==> src/rtl/premul_pkg.sv <==
`timescale 1ns/1ps
package premul_pkg;
  typedef enum logic [1:0] {
    ADD_ZERO = 2'd0,
    ADD_C    = 2'd1,
    ADD_CASC = 2'd2,
    ADD_P    = 2'd3
  } add_sel_e;
endpackage

==> src/rtl/premul_pipe.sv <==
`timescale 1ns/1ps
// Optional pipeline register: kept when EN is set, a wire otherwise.
module premul_pipe #(
  parameter int W  = 8,
  parameter bit EN = 1'b1
) (
  input  logic         clk,
  input  logic         rst,
  input  logic         ce,
  input  logic [W-1:0] d,
  output logic [W-1:0] q
);
  generate
    if (EN) begin : g_reg
      logic [W-1:0] r;
      always_ff @(posedge clk) begin
        if (rst)     r <= '0;
        else if (ce) r <= d;
      end
      assign q = r;

      assert_stage_clear_R7: assert property (@(posedge clk) rst |=> (q == '0));
      assert_stage_hold_R8: assert property (@(posedge clk) disable iff (rst)
        !ce |=> $stable(q));
    end else begin : g_wire
      assign q = d;
      logic unused_seq;
      assign unused_seq = ^{clk, rst, ce};
    end
  endgenerate
endmodule

==> src/rtl/premul_preadd.sv <==
`timescale 1ns/1ps
// Narrowing pre-adder: low N_W bits of A, optionally plus D, wrapped to N_W bits.
module premul_preadd #(
  parameter int A_W = 30,
  parameter int N_W = 25
) (
  input  logic [A_W-1:0] a,
  input  logic [N_W-1:0] d,
  input  logic           use_pre,
  output logic [N_W-1:0] pre
);
  logic [N_W-1:0] a_lo;
  assign a_lo = a[N_W-1:0];

  logic unused_ahi;
  assign unused_ahi = ^a[A_W-1:N_W];

  always_comb begin
    if (use_pre) pre = a_lo + d;
    else         pre = a_lo;
  end
endmodule

==> src/rtl/premul_mult.sv <==
`timescale 1ns/1ps
// Signed multiplier with optional product stage; addend controls ride alongside.
module premul_mult #(
  parameter int N_W  = 25,
  parameter int B_W  = 18,
  parameter int P_W  = 48,
  parameter int MREG = 1
) (
  input  logic           clk,
  input  logic           rst,
  input  logic           ce,
  input  logic [N_W-1:0] pre,
  input  logic [B_W-1:0] b,
  input  logic [1:0]     sel,
  input  logic [P_W-1:0] c_op,
  input  logic [P_W-1:0] casc_op,
  output logic [P_W-1:0] prod_q,
  output logic [1:0]     sel_q,
  output logic [P_W-1:0] c_q,
  output logic [P_W-1:0] casc_q
);
  localparam int BUN_W = 3 * P_W + 2;

  logic signed [P_W-1:0] pre_x, b_x, prod_c;
  assign pre_x  = $signed({{(P_W-N_W){pre[N_W-1]}}, pre});
  assign b_x    = $signed({{(P_W-B_W){b[B_W-1]}}, b});
  assign prod_c = pre_x * b_x;

  logic [BUN_W-1:0] bun_d, bun_q;
  assign bun_d = {prod_c, sel, c_op, casc_op};

  premul_pipe #(.W(BUN_W), .EN(MREG != 0)) u_mreg (
    .clk(clk), .rst(rst), .ce(ce), .d(bun_d), .q(bun_q)
  );

  assign {prod_q, sel_q, c_q, casc_q} = bun_q;

  assert_zero_factor_R3: assert property (@(posedge clk) disable iff (rst)
    ((pre == '0) || (b == '0)) |-> (prod_c == '0));
endmodule

==> src/rtl/premul_post.sv <==
`timescale 1ns/1ps
// Final adder with addend select and optional result register.
module premul_post
  import premul_pkg::*;
#(
  parameter int P_W  = 48,
  parameter int PREG = 1
) (
  input  logic           clk,
  input  logic           rst,
  input  logic           ce,
  input  logic [P_W-1:0] prod,
  input  logic [1:0]     sel,
  input  logic [P_W-1:0] c_op,
  input  logic [P_W-1:0] casc_op,
  output logic [P_W-1:0] p
);
  logic [P_W-1:0] fb, addend, sum;

  always_comb begin
    case (add_sel_e'(sel))
      ADD_ZERO: addend = '0;
      ADD_C:    addend = c_op;
      ADD_CASC: addend = casc_op;
      default:  addend = fb;
    endcase
  end

  assign sum = prod + addend;

  generate
    if (PREG != 0) begin : g_preg
      logic [P_W-1:0] p_r;
      always_ff @(posedge clk) begin
        if (rst)     p_r <= '0;
        else if (ce) p_r <= sum;
      end
      assign p  = p_r;
      assign fb = p_r;

      assert_result_clear_R7: assert property (@(posedge clk) rst |=> (p == '0));
      assert_result_hold_R8: assert property (@(posedge clk) disable iff (rst)
        !ce |=> $stable(p));
      assert_accum_zero_prod_R4: assert property (@(posedge clk) disable iff (rst)
        (ce && sel == 2'd3 && prod == '0) |=> $stable(p));
      assert_zero_addend_R4: assert property (@(posedge clk) disable iff (rst)
        (ce && sel == 2'd0 && prod == '0) |=> (p == '0));
    end else begin : g_nopreg
      assign p  = sum;
      assign fb = '0;
      logic unused_seq;
      assign unused_seq = ^{clk, rst, ce};
    end
  endgenerate
endmodule

==> src/rtl/premul_slice.sv <==
`timescale 1ns/1ps
// Pre-adder multiply-add slice: P = (A[lo] (+ D)) * B + {0, C, CASC, P}.
module premul_slice #(
  parameter int A_W  = 30,
  parameter int D_W  = 25,
  parameter int B_W  = 18,
  parameter int P_W  = 48,
  parameter int AREG = 1,
  parameter int DREG = 1,
  parameter int MREG = 1,
  parameter int PREG = 1
) (
  input  logic           clk,
  input  logic           rst,
  input  logic           ce,
  input  logic [A_W-1:0] a_in,
  input  logic [D_W-1:0] d_in,
  input  logic [B_W-1:0] b_in,
  input  logic [P_W-1:0] c_in,
  input  logic [P_W-1:0] casc_in,
  input  logic           use_pre,
  input  logic [1:0]     add_sel,
  output logic [P_W-1:0] p_out,
  output logic [P_W-1:0] casc_out
);
  localparam int S1_W = A_W + B_W + 1 + 2 + 2 * P_W;

  // Input stage: A with everything that must stay aligned to it.
  logic [S1_W-1:0] s1_d, s1_q;
  assign s1_d = {a_in, b_in, use_pre, add_sel, c_in, casc_in};

  premul_pipe #(.W(S1_W), .EN(AREG != 0)) u_areg (
    .clk(clk), .rst(rst), .ce(ce), .d(s1_d), .q(s1_q)
  );

  logic [D_W-1:0] d_q;
  premul_pipe #(.W(D_W), .EN(DREG != 0)) u_dreg (
    .clk(clk), .rst(rst), .ce(ce), .d(d_in), .q(d_q)
  );

  logic [A_W-1:0] a_q;
  logic [B_W-1:0] b_q;
  logic           pre_en_q;
  logic [1:0]     sel_q1;
  logic [P_W-1:0] c_q1, casc_q1;
  assign {a_q, b_q, pre_en_q, sel_q1, c_q1, casc_q1} = s1_q;

  logic [D_W-1:0] pre;
  premul_preadd #(.A_W(A_W), .N_W(D_W)) u_pre (
    .a(a_q), .d(d_q), .use_pre(pre_en_q), .pre(pre)
  );

  logic [P_W-1:0] prod_q2, c_q2, casc_q2;
  logic [1:0]     sel_q2;
  premul_mult #(.N_W(D_W), .B_W(B_W), .P_W(P_W), .MREG(MREG)) u_mul (
    .clk(clk), .rst(rst), .ce(ce),
    .pre(pre), .b(b_q), .sel(sel_q1), .c_op(c_q1), .casc_op(casc_q1),
    .prod_q(prod_q2), .sel_q(sel_q2), .c_q(c_q2), .casc_q(casc_q2)
  );

  premul_post #(.P_W(P_W), .PREG(PREG)) u_post (
    .clk(clk), .rst(rst), .ce(ce),
    .prod(prod_q2), .sel(sel_q2), .c_op(c_q2), .casc_op(casc_q2), .p(p_out)
  );

  assign casc_out = p_out;
endmodule

==> config.mk <==
export PLATFORM = sky130hd
export DESIGN_NAME = premul_slice
export DESIGN_NICKNAME = d
export VERILOG_FILES = /design/src/rtl/premul_pkg.sv /design/src/rtl/premul_pipe.sv /design/src/rtl/premul_preadd.sv /design/src/rtl/premul_mult.sv /design/src/rtl/premul_post.sv /design/src/rtl/premul_slice.sv
export SDC_FILE = /design/constraint.sdc
export NUM_CORES = 2
export LEC_CHECK = 0
export BUFFER_PORTS_ARGS = -buffer_cell sky130_fd_sc_hd__buf_4
export CAP_MARGIN = 40
export CORE_ASPECT_RATIO = 1.5
export CORE_MARGIN = 2
export CORE_UTILIZATION = 40
export DETAILED_ROUTE_END_ITERATION = 10
export PLACE_DENSITY = 0.66
export SYNTH_ARGS = -nofsm -noshare
export SYNTH_HDL_FRONTEND = slang
export SYNTH_SLANG_ARGS = --single-unit
==> constraint.sdc <==
create_clock -name clk -period 21.1 [get_ports clk]
set_clock_uncertainty 0.05 [all_clocks]
set_input_delay 5.275 -clock clk [delete_from_list [all_inputs] [get_ports clk]]
set_output_delay 5.275 -clock clk [all_outputs]
set_load 0.03 [all_outputs]
==> metrics.json <==
{
  "p_per_area": {"value": 67.2, "unit": "nW/um^2"},
  "grt_setup_unrepaired": {"value": "false"},
  "cts_hold_repair.buffers": {"value": 0},
  "yosys_most_used_dff": {"value": "dfxtp_1"},
  "synth_area_per_cell": {"value": 9.21, "unit": "um^2"},
  "fin_crit": {"value": 9740, "unit": "ps"},
  "antenna_left": {"value": 0},
  "global_route.usage.total": {"value": 21.0, "unit": "%"},
  "cts_resized": {"value": 0},
  "route.vias.total": {"value": 25300},
  "die-height": {"value": 359, "unit": "um"},
  "report.power.total": {"value": 0.00254, "unit": "W"},
  "io_buffer_count": {"value": 265},
  "layout_common_cells": {"value": "513 x inv_1, 443 x fa_1, 394 x nor2_1, 354 x dfxtp_1, 313 x mux2i_1"},
  "routed_via_density": {"value": 5.13},
  "synth_area_leader_cell": {"value": "fa_1"},
  "yosysUniqueCellTypes": {"value": 76},
  "htreeDepth": {"value": 2},
  "place.detailed.hpwl": {"value": 67.9, "unit": "mm"},
  "final_critical_path_share_of_the_clock_period": {"value": 46.2, "unit": "%"},
  "synth_top_cells_by_area": {"value": "fa_1 26%, dfxtp_1 21%, mux2i_1 9.5%"},
  "placement_rows": {"value": 130},
  "yosys_register_bits": {"value": 356},
  "peakVddDrop": {"value": 0.0541, "unit": "mV"},
  "clock-root-buffer": {"value": "clkbuf_16"},
  "cellLeakagePower": {"value": 18.7, "unit": "nW"},
  "antenna_cells": {"value": 0},
  "pre_cts_ws": {"value": 11450, "unit": "ps"},
  "totalNegativeSetupSlack": {"value": 0, "unit": "ps"},
  "post-place-cells": {"value": 4866},
  "design.portCount": {"value": 271},
  "slowest_delay": {"value": 610, "unit": "ps"},
  "drt_first_pass_iters": {"value": 7},
  "initial_utilization": {"value": 40.2, "unit": "%"},
  "detailed_route_wire_length": {"value": 88.6, "unit": "mm"},
  "critPathRequiredTime": {"value": 21490, "unit": "ps"},
  "timing.final.setup_violations": {"value": 0},
  "worst_setup_hold_path_clk_slew": {"value": 60, "unit": "ps"},
  "tritoncts_num_sinks": {"value": 356},
  "final_critical_path_setup_slack": {"value": 11360, "unit": "ps"},
  "finish.net_count": {"value": 4578},
  "relSlewSlack": {"value": 40.0, "unit": "%"},
  "critical-path-slowest-cell": {"value": "fa_1"},
  "post_synth_inst_count": {"value": 3654},
  "worstHoldPathCells": {"value": 2},
  "cts_max_path_buffers": {"value": 3},
  "routabilityCongestion": {"value": 0.895},
  "grt_antenna_before_repair": {"value": 0},
  "fill_cell_count": {"value": 8118},
  "worst_setup_path_end_kind": {"value": "register"},
  "synthesis.yosys.warnings": {"value": 0},
  "cts_tree": {"value": "built"},
  "grt_pass1_wl": {"value": 144, "unit": "mm"},
  "area_growth_from_synthesis_to_final_layout": {"value": 12.5, "unit": "%"},
  "syn-num-nets": {"value": 4450},
  "post_cts_buffers": {"value": 0},
  "first_global_vias": {"value": 26800},
  "worst_setup_path_start_kind": {"value": "register"},
  "timing.hold.worst.class": {"value": "reg2reg"},
  "status": {"value": "finished clean"},
  "ys_seq_area_share": {"value": 21.2, "unit": "%"},
  "worst_path_arrival_time": {"value": 10130, "unit": "ps"},
  "insertion_delay": {"value": 580, "unit": "ps"},
  "netlist.area_leader.share": {"value": 26.4, "unit": "%"},
  "timing.final.max_slew_violations": {"value": 0},
  "detail_route.iter0.violations": {"value": 1236},
  "maxCapViolations": {"value": 0},
  "timing.fmax": {"value": 103, "unit": "MHz"},
  "grt-ovfl-total": {"value": 0},
  "cts_buffers": {"value": 36},
  "design_area": {"value": 37900, "unit": "um^2"},
  "instances_no_fill": {"value": 4929},
  "wire_per_inst": {"value": 18.0, "unit": "um"},
  "worst_slew_pin_tran": {"value": 882, "unit": "ps"},
  "final_common_cell": {"value": "inv_1"},
  "die_width": {"value": 241, "unit": "um"},
  "rr_worst_depth": {"value": 34},
  "drt_drc_violations_left": {"value": 0},
  "worstPathMaxFanout": {"value": 26},
  "synth.cell_area": {"value": 33600, "unit": "um^2"},
  "design.die.area": {"value": 86500, "unit": "um^2"},
  "hold_violations": {"value": 0},
  "setup.worst_path.class": {"value": "reg2reg"},
  "synth_enable_flop_cells": {"value": 0},
  "drive_above_1_share": {"value": 12.4, "unit": "%"},
  "area_of_the_placeable_core": {"value": 83600, "unit": "um^2"},
  "grt_max_degree": {"value": 90},
  "cell_area_after_placement": {"value": 36500, "unit": "um^2"},
  "synthArstFlopShare": {"value": 0, "unit": "%"}
}
metrics by stage:
stage               hold slack [ps]  util, %
finish                          421     45.3
CTS                             422     45.3
global placement                399     43.5
global route                    442     45.3
detailed placement              405     43.7
floorplan                       382        -
state kept, by name (all words and copies together) (netlist names):
| register | count |
|---|---|
| u_areg.q | 142 |
| u_mul.u_mreg.q | 141 |
| u_post.p | 48 |
| u_dreg.q | 25 |
report_power, final:
group	switching (W)	internal, W	leakage (nW)
clock	0.000288	0.000429	0.647
combinational	0.000617	0.000416	15.2
sequential	0.0000579	0.000734	2.92
cells in the mapped netlist, types with 68 or more instances:
cell / number
o21ai_0: 68
ha_1: 178
clkbuf_1: 143
nand2_1: 288
inv_1: 513
a21oi_1: 94
nor2_1: 395
dfxtp_1: 356
nor2b_1: 80
mux2i_1: 318
fa_1: 443
xnor2_1: 68
and2_1: 133
area by class of cell:
class	instances	area [um^2]	share of cell area, %
Multi-Input combinational cell	2561	23600	62.4
Sequential cell	356	7130	18.8
Timing Repair Buffer	314	2470	6.53
Inverter	513	1930	5.09
Tap cell	1122	1400	3.71
Clock buffer	46	1020	2.69
Clock inverter	17	287	0.757
path summary, 6_finish.rpt:
| check | startpoint | endpoint | slack, ps |
|---|---|---|---|
| setup / recovery | u_areg.q[117] | u_mul.u_mreg.q[140] | 11360 |
| hold / removal | u_mul.u_mreg.q[139] | u_mul.u_mreg.q[139] | 420 |
| setup reg to reg | u_areg.q[117] | u_mul.u_mreg.q[140] | 11360 |
| hold reg to reg | u_mul.u_mreg.q[139] | u_mul.u_mreg.q[139] | 420 |
cells by family after synthesis:
kind of cell    synth area share [%]
simple gates                    14.7
buf+inv                         8.84
xor+xnor                        2.42
flops                           21.2
fa+ha+maj                       33.0
compound gates                  8.36
mux                             11.5
routing by layer:
layer / track usage, % / wire length, um
met1: 24.8 / 35000
met2: 38.4 / 46100
met3: 2.23 / 3820
met4: 8.47 / 3640
met5: 0 / 0
critical path, delay by kind of cell, from the launching register on:
kind	cells	cell delay, ps
AO/OA/AOI/OAI	11	2870
XOR/XNOR	2	370
adder cells (fa/ha/maj)	9	3950
flip-flops	1	330
buffers and inverters	7	940
AND/OR/NAND/NOR	4	810
multiplexers	1	270
Power figures use the tool's default switching activity.
